File: src/rtl/dma_regs_pkg.sv
package dma_regs_pkg;
  localparam int PTR_W_DEF = 20;
  localparam int CNT_W_DEF = 16;
  localparam int REG_AW_DEF = 4;

  typedef struct packed {
    logic rpt;
    logic dst_fwd;
    logic src_fwd;
    logic en;
  } chan_ctrl_t;
endpackage

File: src/rtl/dma_ptr_unit.sv
module dma_ptr_unit #(
  parameter int PTR_W = 20,
  parameter int BYTES = (PTR_W + 7) / 8,
  parameter int SEL_W = (BYTES > 1) ? $clog2(BYTES) : 1
) (
  input  logic                 clk,
  input  logic                 wr_en,
  input  logic [SEL_W-1:0]     wr_sel,
  input  logic [7:0]           wr_data,
  input  logic                 fwd,
  input  logic                 chan_en,
  input  logic                 load,
  input  logic                 step,
  output logic [BYTES*8-1:0]   view_o,
  output logic [PTR_W-1:0]     shadow_o
);
  logic [PTR_W-1:0]   shadow_q;
  logic [PTR_W-1:0]   work_q;
  logic [PTR_W-1:0]   shadow_nx;
  logic [BYTES*8-1:0] pad;

  always_comb begin
    pad = '0;
    pad[PTR_W-1:0] = shadow_q;
    pad[int'(wr_sel)*8 +: 8] = wr_data;
    shadow_nx = pad[PTR_W-1:0];
  end

  // Data state carries no reset: contents are undefined until programmed.
  always_ff @(posedge clk) begin
    if (wr_en && (fwd || !chan_en))
      shadow_q <= shadow_nx;
    if (load)
      work_q <= shadow_q;
    else if (step && fwd)
      work_q <= work_q + PTR_W'(1);
  end

  always_comb begin
    view_o = '0;
    view_o[PTR_W-1:0] = (fwd && chan_en) ? work_q : shadow_q;
  end

  assign shadow_o = shadow_q;
endmodule

File: src/rtl/dma_count_unit.sv
module dma_count_unit #(
  parameter int CNT_W = 16,
  parameter int BYTES = (CNT_W + 7) / 8,
  parameter int SEL_W = (BYTES > 1) ? $clog2(BYTES) : 1
) (
  input  logic               clk,
  input  logic               wr_en,
  input  logic [SEL_W-1:0]   wr_sel,
  input  logic [7:0]         wr_data,
  input  logic               start,
  input  logic               step,
  input  logic               rpt,
  output logic               zero_o,
  output logic [CNT_W-1:0]   live_o
);
  logic [CNT_W-1:0]   reload_q;
  logic [CNT_W-1:0]   live_q;
  logic [CNT_W-1:0]   reload_nx;
  logic [BYTES*8-1:0] pad;

  always_comb begin
    pad = '0;
    pad[CNT_W-1:0] = reload_q;
    pad[int'(wr_sel)*8 +: 8] = wr_data;
    reload_nx = pad[CNT_W-1:0];
  end

  assign zero_o = (live_q == '0);

  always_ff @(posedge clk) begin
    if (wr_en)
      reload_q <= reload_nx;
    if (start)
      live_q <= reload_q;
    else if (step) begin
      if (zero_o && rpt)
        live_q <= reload_q;
      else
        live_q <= live_q - CNT_W'(1);
    end
  end

  assign live_o = live_q;
endmodule

File: src/rtl/dma_chan_regs.sv
module dma_chan_regs
  import dma_regs_pkg::*;
#(
  parameter int PTR_W  = PTR_W_DEF,
  parameter int CNT_W  = CNT_W_DEF,
  parameter int REG_AW = REG_AW_DEF
) (
  input  logic              clk,
  input  logic              rst_n,
  input  logic              reg_wr,
  input  logic [REG_AW-1:0] reg_addr,
  input  logic [7:0]        reg_wdata,
  output logic [7:0]        reg_rdata,
  input  logic              step_i,
  output logic              chan_en_o,
  output logic              underflow_o,
  output logic              done_o
);
  localparam int PTR_BYTES = (PTR_W + 7) / 8;
  localparam int CNT_BYTES = (CNT_W + 7) / 8;
  localparam int PSEL_W    = (PTR_BYTES > 1) ? $clog2(PTR_BYTES) : 1;
  localparam int CSEL_W    = (CNT_BYTES > 1) ? $clog2(CNT_BYTES) : 1;
  localparam int NUM_PTR   = 2;
  localparam int CNT_BASE  = NUM_PTR * PTR_BYTES;
  localparam int CTRL_ADDR = CNT_BASE + CNT_BYTES;

  chan_ctrl_t ctrl_q;
  logic       uf_q, done_q;
  int         addr_i;
  logic       ctrl_hit, cnt_hit;
  logic       en_rise, step_act, cnt_zero, uf_now, ptr_load;
  logic [CNT_W-1:0]         live_cnt;
  logic [PTR_BYTES*8-1:0]   ptr_view   [NUM_PTR];
  logic [PTR_W-1:0]         ptr_shadow [NUM_PTR];

  assign addr_i   = int'(reg_addr);
  assign ctrl_hit = (addr_i == CTRL_ADDR);
  assign cnt_hit  = (addr_i >= CNT_BASE) && (addr_i < CNT_BASE + CNT_BYTES);
  assign en_rise  = reg_wr && ctrl_hit && reg_wdata[0] && !ctrl_q.en;
  assign step_act = step_i && ctrl_q.en;
  assign uf_now   = step_act && cnt_zero;
  assign ptr_load = en_rise || (uf_now && ctrl_q.rpt);

  for (genvar g = 0; g < NUM_PTR; g++) begin : g_ptr
    localparam int BASE = g * PTR_BYTES;
    logic hit;
    logic fwd;
    assign hit = (addr_i >= BASE) && (addr_i < BASE + PTR_BYTES);
    assign fwd = (g == 0) ? ctrl_q.src_fwd : ctrl_q.dst_fwd;
    dma_ptr_unit #(.PTR_W(PTR_W), .BYTES(PTR_BYTES), .SEL_W(PSEL_W)) u_ptr (
      .clk      (clk),
      .wr_en    (reg_wr && hit),
      .wr_sel   (PSEL_W'(addr_i - BASE)),
      .wr_data  (reg_wdata),
      .fwd      (fwd),
      .chan_en  (ctrl_q.en),
      .load     (ptr_load),
      .step     (step_act),
      .view_o   (ptr_view[g]),
      .shadow_o (ptr_shadow[g])
    );
  end

  dma_count_unit #(.CNT_W(CNT_W), .BYTES(CNT_BYTES), .SEL_W(CSEL_W)) u_cnt (
    .clk     (clk),
    .wr_en   (reg_wr && cnt_hit),
    .wr_sel  (CSEL_W'(addr_i - CNT_BASE)),
    .wr_data (reg_wdata),
    .start   (en_rise),
    .step    (step_act),
    .rpt     (ctrl_q.rpt),
    .zero_o  (cnt_zero),
    .live_o  (live_cnt)
  );

  always_ff @(posedge clk) begin
    if (!rst_n) begin
      ctrl_q <= '0;
      uf_q   <= 1'b0;
      done_q <= 1'b0;
    end else begin
      uf_q   <= uf_now;
      done_q <= uf_now && !ctrl_q.rpt;
      if (reg_wr && ctrl_hit)
        ctrl_q <= chan_ctrl_t'(reg_wdata[3:0]);
      if (uf_now && !ctrl_q.rpt)
        ctrl_q.en <= 1'b0;
    end
  end

  always_comb begin
    logic [CNT_BYTES*8-1:0] cnt_pad;
    cnt_pad = '0;
    cnt_pad[CNT_W-1:0] = live_cnt;
    reg_rdata = '0;
    if (addr_i < PTR_BYTES)
      reg_rdata = ptr_view[0][addr_i*8 +: 8];
    else if (addr_i < CNT_BASE)
      reg_rdata = ptr_view[1][(addr_i - PTR_BYTES)*8 +: 8];
    else if (cnt_hit)
      reg_rdata = cnt_pad[(addr_i - CNT_BASE)*8 +: 8];
    else if (ctrl_hit)
      reg_rdata = {4'b0, ctrl_q};
  end

  assign chan_en_o   = ctrl_q.en;
  assign underflow_o = uf_q;
  assign done_o      = done_q;
endmodule

File: config.mk
export PLATFORM = sky130hd
export DESIGN_NAME = dma_chan_regs
export DESIGN_NICKNAME = d
export VERILOG_FILES = /design/src/rtl/dma_regs_pkg.sv /design/src/rtl/dma_ptr_unit.sv /design/src/rtl/dma_count_unit.sv /design/src/rtl/dma_chan_regs.sv
export SDC_FILE = /design/constraint.sdc
export NUM_CORES = 1
export LEC_CHECK = 0
export CAP_MARGIN = 5
export CORE_ASPECT_RATIO = 1.5
export CORE_MARGIN = 2
export CORE_UTILIZATION = 43
export DETAILED_ROUTE_END_ITERATION = 8
export DONT_BUFFER_PORTS = 1
export GPL_TIMING_DRIVEN = 0
export PLACE_DENSITY = 0.61
export SYNTH_ARGS = -nofsm -noshare
export SYNTH_HDL_FRONTEND = slang
export SYNTH_SLANG_ARGS = --single-unit
File: constraint.sdc
create_clock -name clk -period 3.65 [get_ports clk]
set_clock_uncertainty 0.2 [all_clocks]
set_input_delay 0.1825 -clock clk [delete_from_list [all_inputs] [get_ports clk]]
set_output_delay 0.1825 -clock clk [all_outputs]
set_load 0.1 [all_outputs]
## Yosys cells after proc, flatten, opt, wreduce, memory -nomap -nowiden

Cells that the tools add are included.

- Shifts and indexed selects: 9
- $add $sub $neg: 8
- Muxes and demuxes: 16
- Reduce and logical (&&, ||, !) cells: 30
- Eq/ne operators: 1
- Order comparisons: 6
- Bitwise gates (word level): 1

Operators with widths:

| cell | count |
|---|---|
| $mux 20 | 6 |
| $neg 5->33 | 2 |
| $shift 8x33->24 const A | 2 |
| $shiftx 8x33->24 | 2 |
| $bwmux 24 | 2 |
| $mux 16 | 3 |
| $shiftx 24x8->8 | 2 |
| $add 20x1->20 const B | 2 |
| $neg 4->33 | 1 |
| $shift 8x33->16 const A | 1 |
| $shiftx 8x33->16 | 1 |
| $mux 8 | 3 |
| $logic_and 1x1->1 | 20 |
| $bwmux 16 | 1 |
| $logic_not 16->1 | 1 |
| $shiftx 16x8->8 | 1 |
| $sub 16x1->16 const B | 1 |
| $reduce_bool 2->1 | 3 |
| $sub 4x2->5 const B | 1 |
| $sub 4x3->5 const B | 1 |
| $eq 4x4->1 const B | 1 |
| $ge 4x1->1 const B | 1 |
| $ge 4x2->1 const B | 1 |
| $ge 4x3->1 const B | 1 |
| 8 further kinds | 11 |

- Register bits: 118
- Input port bits: 16
- Output and inout port bits: 11

## Longest topological paths before layout

Gate-level depths: netlist of the first run.

- Depth after elaboration: 6
- Mapped depth: 12
- Mapped depth without buffers: 7

## By module

A second synthesis of the first run with hierarchy kept.

- Cells, all modules: 676
- Area total of the unflattened synthesis: 7252.0 µm²

By module, submodules not included:

| module | area each (µm²) | times used | cells each |
|---|---|---|---|
| dma_ptr_unit (g_ptr[0].u_ptr) | 2399.8 | 1 | 216 |
| dma_ptr_unit (g_ptr[1].u_ptr) | 2329.7 | 1 | 211 |
| dma_count_unit | 1542.7 | 1 | 127 |
| dma_chan_regs | 979.7 | 1 | 122 |

## Least setup slack after synthesis of the first run

OpenSTA, ideal clock, no wires.

- Path type: reg2out
- Start: register ctrl_q (netlist bit chan_en_o)
- End: output reg_rdata[6]
- Buffers on the path: 1
- Arrival time: 3.812 ns
- Cell stages (with the launch flop): 6
- Required time: 3.267 ns
- Setup slack: -0.545 ns
- Path through: dfxtp_1 -> buf_2 -> nand2_1 -> mux4_2 -> a21oi_1 -> o21ai_0

- Word-level cells in the longest chain between the ends: 5

RTL lines:

| element | RTL line | text |
|---|---|---|
| start, declared | dma_chan_regs.sv:27 | `chan_ctrl_t ctrl_q;` |
| start signal, assigned | dma_chan_regs.sv:85 | `ctrl_q <= chan_ctrl_t'(reg_wdata[3:0]);` |
| $logic_and 1x1->1 | dma_ptr_unit.sv:41 | `view_o[PTR_W-1:0] = (fwd && chan_en) ? work_q : shadow_q;` |
| $mux 20 | dma_ptr_unit.sv:41 |  |
| $shiftx 24x8->8 | dma_chan_regs.sv:99 | `reg_rdata = ptr_view[1][(addr_i - PTR_BYTES)*8 +: 8];` |
| $mux 8 | dma_chan_regs.sv:98 | `else if (addr_i < CNT_BASE)` |
| $mux 8 (*) | dma_chan_regs.sv:96 | `if (addr_i < PTR_BYTES)` |
| end, declared | dma_chan_regs.sv:13 | `output logic [7:0] reg_rdata,` |

Every way passes the cells marked *; elsewhere a longest branch is shown, timed or not.

## Final worst setup path of the first run

- Start: register ctrl_q (netlist bit chan_en_o)
- End: output reg_rdata[1]

Same word-level chain as after synthesis.

==> results of run 1 <==
-- through the flow --
step,util,worst slack [ns],area [µm²],instances
2_1_floorplan,-,0.0448,6550,616
3_3_place_gp,0.453,-1.16,6800,815
3_5_place_dp,0.459,-0.184,6880,817
4_1_cts,0.514,0.0151,7710,867
5_1_grt,0.514,0.0196,7710,866
6_report,0.514,0.127,7710,866
-- state kept, by name, indices dropped and copies added (netlist names) --
name,cells
underflow_o,1
u_cnt.live_o,16
chan_en_o,1
g_ptr.fwd,2
done_o,1
ctrl_q,1
g_ptr.u_ptr.shadow_o,40
g_ptr.u_ptr.work_q,40
u_cnt.reload_q,16
-- kinds of logic after synthesis --
group | share of synthesized area
AOI/OAI and AO/OA | 0.0883
adders and majority gates | 0.0192
muxes | 0.0753
DFF | 0.533
and+or+nand+nor | 0.181
buffers and inverters | 0.0362
xor gates and xnor gates | 0.0670
-- cell usage after synthesis (5+ instances only) --
master / number / area [µm²]
clkbuf_1: 5 / 18.8
nor3_1: 7 / 35.0
mux2_2: 5 / 56.3
xnor2_1: 22 / 193
a21oi_1: 17 / 85.1
nor2_1: 71 / 267
buf_2: 14 / 70.1
mux4_2: 13 / 293
nand2_1: 99 / 372
mux2i_1: 12 / 120
a221oi_1: 6 / 52.6
inv_1: 28 / 105
edfxtp_1: 112 / 3360
xor2_1: 28 / 245
o21ai_1: 22 / 110
nand3_1: 26 / 130
dfxtp_1: 6 / 120
ha_1: 10 / 125
o21ai_0: 44 / 220
nand4_1: 9 / 56.3
nor4_1: 5 / 31.3
a22oi_1: 6 / 45.0
-- what timing repair did --
| item | in CTS | in global routing |
|---|---|---|
| setup endpoints to repair | 8 | 3 |
| endpoints found under the hold margin | 57 | 0 |
| hold buffers | 18 | 0 |
| pin swaps | 0 | 1 |
| resized for setup | 5 | 1 |
| buffers inserted | 0 | 0 |
-- report_power, final --
part | internal [mW] | total (mW) | switching, mW
clock network | 1.20 | 1.78 | 0.585
registers | 1.48 | 1.49 | 0.00938
logic | 0.0543 | 0.191 | 0.137
-- area by class of cell --
cell class,count,area (µm²)
fillers,1386,7290
flip-flops and latches,118,3480
multi-input cells,445,2920
clock buffers,20,437
well taps,199,249
repair buffers,20,210
clock inverters,12,184
plain buffers,23,124
inverters,29,109
-- cells in the final DEF (no fill, tap or decap), types with 6 or more instances in the layout --
master / n
edfxtp_1: 112
nand2_1: 99
nor2_1: 71
o21ai_0: 41
inv_1: 28
xor2_1: 28
nand3_1: 26
o21ai_1: 22
xnor2_1: 22
dlygate4sd3_1: 18
clkbuf_16: 17
buf_2: 14
a21oi_1: 14
mux4_2: 13
mux2i_1: 12
nand4_1: 9
ha_1: 9
clkbuf_1: 7
nor3_1: 7
a22oi_1: 6
a221oi_1: 6
clkinv_2: 6
-- worst min-delay path by stage --
stage | from | endpoint | slack (ns) | depth (start not counted)
after floorplan | reg_wdata[1] | g_ptr[0].fwd$_SDFFE_PN0N_ | 0.13 | 2
after global placement | reg_wdata[2] | g_ptr[1].fwd$_SDFFE_PN0N_ | 0.13 | 2
after detailed placement | reg_wdata[1] | g_ptr[0].fwd$_SDFFE_PN0N_ | 0.14 | 2
after CTS | reg_addr[3] | u_cnt.reload_q[8]$_DFFE_PP_ | 0.04 | 3
after global routing | reg_addr[1] | g_ptr[0].u_ptr.shadow_o[16]$_DFFE_PP_ | 0.06 | 3
final | reg_addr[3] | u_cnt.reload_q[11]$_DFFE_PP_ | 0.05 | 3
-- per-layer routing --
metal  global-route usage  wire [µm]  vias to the layer above  share of wire
met5                    0          0                        -              0
met4                0.131        875                        0          0.048
met3               0.0473        932                       52          0.051
met2                0.419       9600                      205           0.52
met1                0.265       6900                     2426           0.38
li1                     -          -                     2301              -
-- critical path, stage by stage (launching register included) --
cell	delay, ns
dfxtp_2	0.66
buf_2	0.32
nand2_1	0.27
buf_2	0.29
a21oi_1	0.24
o21ai_0	0.25
a21oi_4	0.67
==> results.yml, run 1 <==
die:
  die_y_um: 155
  die_x_um: 105
  fp-row-count: 55
  start_util: 0.435
  pin_count: 27
  coreArea_um2: 15000
  die-area_um2: 16200
placement:
  io_buffers: 0
  globalplace.congestion: 0.940
  place_hpwl_mm: 13.8
worst_setup_path:
  cp-startpoint: "chan_en_o$_SDFFE_PP0N_"
  worstSetupStartpointType: "flop"
  critPathKind: "reg -> out"
  cp.arrival_ns: 3.14
  timing.rr.end: "g_ptr[1].u_ptr.work_q[2]$_DFFE_PP_"
  r2r_slack_ns: 0.55
  r2r_cells: 8
  cp.required_ns: 3.27
  worstPathMaxFanout: 10
  crit_end: "reg_rdata[1]"
  end_kind: "primary output"
  r2r_start: "u_cnt.live_o[0]$_DFFE_PP_"
run_status:
  status: "complete, no violations"
synthesis:
  synth_edf_count: 112
  ys_types: 48
  ys.flop_type: "edfxtp_1"
  yosysWarnings: 0
  synth_area_per_cell_um2: 10.6
  synth.cell_area_um2: 6530
  ys_ff_latch: 118
  syn-num-nets: 642
  synthArstFlopShare: 0
  postSynthCellCount: 616
  yosysSeqAreaShare: 0.533
routing:
  wirelength_mm: 18.3
  antenna_left: 0
  num_vias: 4984
  remaining_drc_errors: 0
  drtIter0Drc: 457
  via_per_inst: 5.76
  dr.pass1.iters: 7
  wl_per_cell_um: 21.1
layout:
  drive_above_1_share: 0.132
  finalNetCount: 680
  synthToLayoutAreaGrowth_pct: 18.1
  diodes: 0
power:
  ir_drop_v: 0.000377
  p_per_area_nw_per_um2: 450
  power.total_mw: 3.47
  p_leak_nw: 2.72
clock_network:
  cts_inserted_buffers: 17
  cts_root_buffer: "clkbuf_16"
  cts_tree: "yes"
  clk_path_buf_depth: 2
  clock_latency_ns: 0.42
  htree_levels: 4
  clk_pin_slew_ns: 0.05
  cts_sinks: 118
sta:
  setup_viol: 0
  hold_slack_ns: 0.0510
  relSlewSlack: 0.237
  fin_tns_setup_ns: 0
  fmax_ghz: 0.284
  drv_slew: 0
  hold_viol: 0
  rsz0062_at_grt: "false"
  worstMarginPinSlew_ns: 1.14
  period_needed_ns: 3.52
  min_period_over_period: 0.965
grt:
  antenna_found_initial: 0
  grt-ovfl-total: 0
  grt_use_total: 0.236
  grt_pass1_wl_mm: 28.7
  grt_max_degree: 17
  grt_pass1_vias: 5022
job:
  maxCapViolations: 0
min_path:
  min_path_type: "in -> reg"
(Power assumes the default switching activity.)
==> inputs of run 2 (changes only) <==
--- a/config.mk
+++ b/config.mk
@@ -5,6 +5,7 @@
 export SDC_FILE = /design/constraint.sdc
 export NUM_CORES = 1
 export LEC_CHECK = 0
+export ABC_AREA = 1
 export CAP_MARGIN = 5
 export CORE_ASPECT_RATIO = 1.5
 export CORE_MARGIN = 2
==> results.yml, run 2 <==
run_status:
  status: "complete, no violations"
clock_network:
  clk_pin_slew_ns: 0.06
  clk_path_buf_depth: 2
  clock_latency_ns: 0.41
  htree_levels: 4
  cts_inserted_buffers: 17
  cts_root_buffer: "clkbuf_16"
  cts_sinks: 118
  cts_tree: "yes"
  postCtsSetupBuffers: 0
routing:
  remaining_drc_errors: 0
  via_per_inst: 5.33
  wirelength_mm: 23.2
  drtIter0Drc: 495
  dr.pass1.iters: 5
  wl_per_cell_um: 19.4
  num_vias: 6371
  antenna_left: 0
layout:
  multiInputGateArea_um2: 3280
  diodes: 0
  fin_cells: 1195
  finalNetCount: 998
  seq_area_um2: 3480
  layout_common_cells: "nand2_1 (319), nor2_1 (143), edfxtp_1 (112), inv_1 (95), o21ai_0 (67)"
  fin_util: 0.500
  nFillCells: 1631
  synthToLayoutAreaGrowth_pct: 15.0
  final_common_cell: "nand2_1"
  drive_above_1_share: 0.0701
worst_setup_path:
  cpPeakStageDelay_ns: 0.68
  worstSetupStartpointType: "flop"
  cp.arrival_ns: 3.13
  cpLargestDelayFamily: "buffers and inverters"
  critPathKind: "reg -> out"
  crit_top_cell: "nand2_1"
  cp.required_ns: 3.27
  path_buf_inv: 3
  end_kind: "primary output"
  r2r_slack_ns: 0.66
  crit_slowest_cell: "dfxtp_2"
  cp_num_cells: 10
  r2r_cells: 7
  path_cells: "buf_4 -> nand2_1 -> buf_2 -> nand2_1 -> o211ai_1 -> nand3_1 -> nand2_1 -> nand2_1 -> nand2_1 -> inv_1"
  worstPathMaxFanout: 10
synthesis:
  synth.cell_area_um2: 7220
  synth_area_per_cell_um2: 7.71
  ys_top_cells_by_area: "edfxtp_1 (47%), nand2_1 (17%), nor2_1 (7.4%)"
  synth_most_common_cell: "nand2_1"
  yosysWarnings: 0
  ys_ff_latch: 118
  ys.flop_type: "edfxtp_1"
  synth_commonest_cells: "nand2_1 (320), nor2_1 (143), edfxtp_1 (112)"
  yosysSeqAreaShare: 0.482
  ys_types: 35
  synth_edf_count: 112
  synth_top_area_share: 0.466
  synth_top_area_cell: "edfxtp_1"
  postSynthCellCount: 936
  synthArstFlopShare: 0
  syn-num-nets: 962
die:
  die_y_um: 163
  coreArea_um2: 16600
  die_x_um: 110
  pin_count: 27
  fp-row-count: 58
  die-area_um2: 17900
  start_util: 0.434
sta:
  relSlewSlack: 0.285
  hold_viol: 0
  rsz0062_at_grt: "false"
  worstMarginPinSlew_ns: 1.06
  fmax_ghz: 0.285
  period_needed_ns: 3.51
  min_period_over_period: 0.961
  setup_viol: 0
  fin_tns_setup_ns: 0
  drv_slew: 0
placement:
  placed_cells: 1148
  place_hpwl_mm: 18.1
  globalplace.congestion: 1.05
  io_buffers: 0
grt:
  grt_use_total: 0.275
  grt_pass1_wl_mm: 35.5
  grt-ovfl-total: 0
  grt_max_degree: 17
  grt_pass1_vias: 6249
  antenna_found_initial: 0
power:
  p_leak_nw: 3.44
  ir_drop_v: 0.000273
  p_per_area_nw_per_um2: 414
min_path:
  min_path_type: "in -> reg"
  holdPathStages: 2
job:
  maxCapViolations: 0
-- run 2: final timing paths --
kind                                           end                         from
min          g_ptr[0].u_ptr.shadow_o[18]$_DFFE_PP_                       reg_wr
max                                   reg_rdata[3]       chan_en_o$_SDFFE_PP0N_
max reg2reg     g_ptr[0].u_ptr.work_q[2]$_DFFE_PP_       chan_en_o$_SDFFE_PP0N_
min reg2reg              u_cnt.live_o[3]$_DFFE_PP_  u_cnt.reload_q[3]$_DFFE_PP_
-- run 2: timing repair --
item / CTS / global route
resized for setup: 3 / 2
endpoints found under the setup margin: 8 / 2
hold buffers: 14 / 1
endpoints found under the hold margin: 50 / 1
-- run 2: power by group --
group | switching [mW] | internal, mW
logic | 0.185 | 0.0576
registers | 0.0132 | 1.49
clock network | 0.620 | 1.07
-- run 2: metrics by stage --
stage               power (mW)  setup slack [ns]  cell area, µm²  hold slack [ns]
floorplan                 1.69             0.141            7230            0.105
global placement          1.75             -1.06            7490            0.122
detailed placement        1.75           -0.0747            7540            0.120
CTS                       3.45            0.0339            8290          0.00226
global route              3.53            0.0362            8310           0.0637
finish                    3.44             0.141            8310           0.0501
-- run 2: cells by family after synthesis --
group	Yosys count	share of synthesized area
flops	118	0.482
simple gates	544	0.309
xor+xnor	34	0.0412
fa+ha+maj	10	0.0173
compound gates	108	0.0814
buf+inv	122	0.0683
-- run 2: worst reg2reg max path, stage by stage (launching register included) --
cell	delay (ns)
dfxtp_2	0.50
buf_4	0.27
nand2_1	0.26
nor2_4	0.09
a21oi_1	0.56
buf_2	0.41
o21ai_2	0.23
buf_16	0.22
-- run 2: per-layer routing --
metal,GRT usage,part of all wire,vias up
li1,-,-,3121
met1,0.304,0.37,2927
met2,0.456,0.50,237
met3,0.0508,0.052,86
met4,0.211,0.083,0
met5,0,0,-
-- run 2: cell type report --
type                       instances  share of cell area
clock buffer                      20              0.0526
timing repair buffer              17              0.0232
clock inverter                    12              0.0187
inverter                          98              0.0446
tap                              210              0.0316
multi-input combinational        696               0.395
buffer                            24              0.0148
sequential                       118               0.419
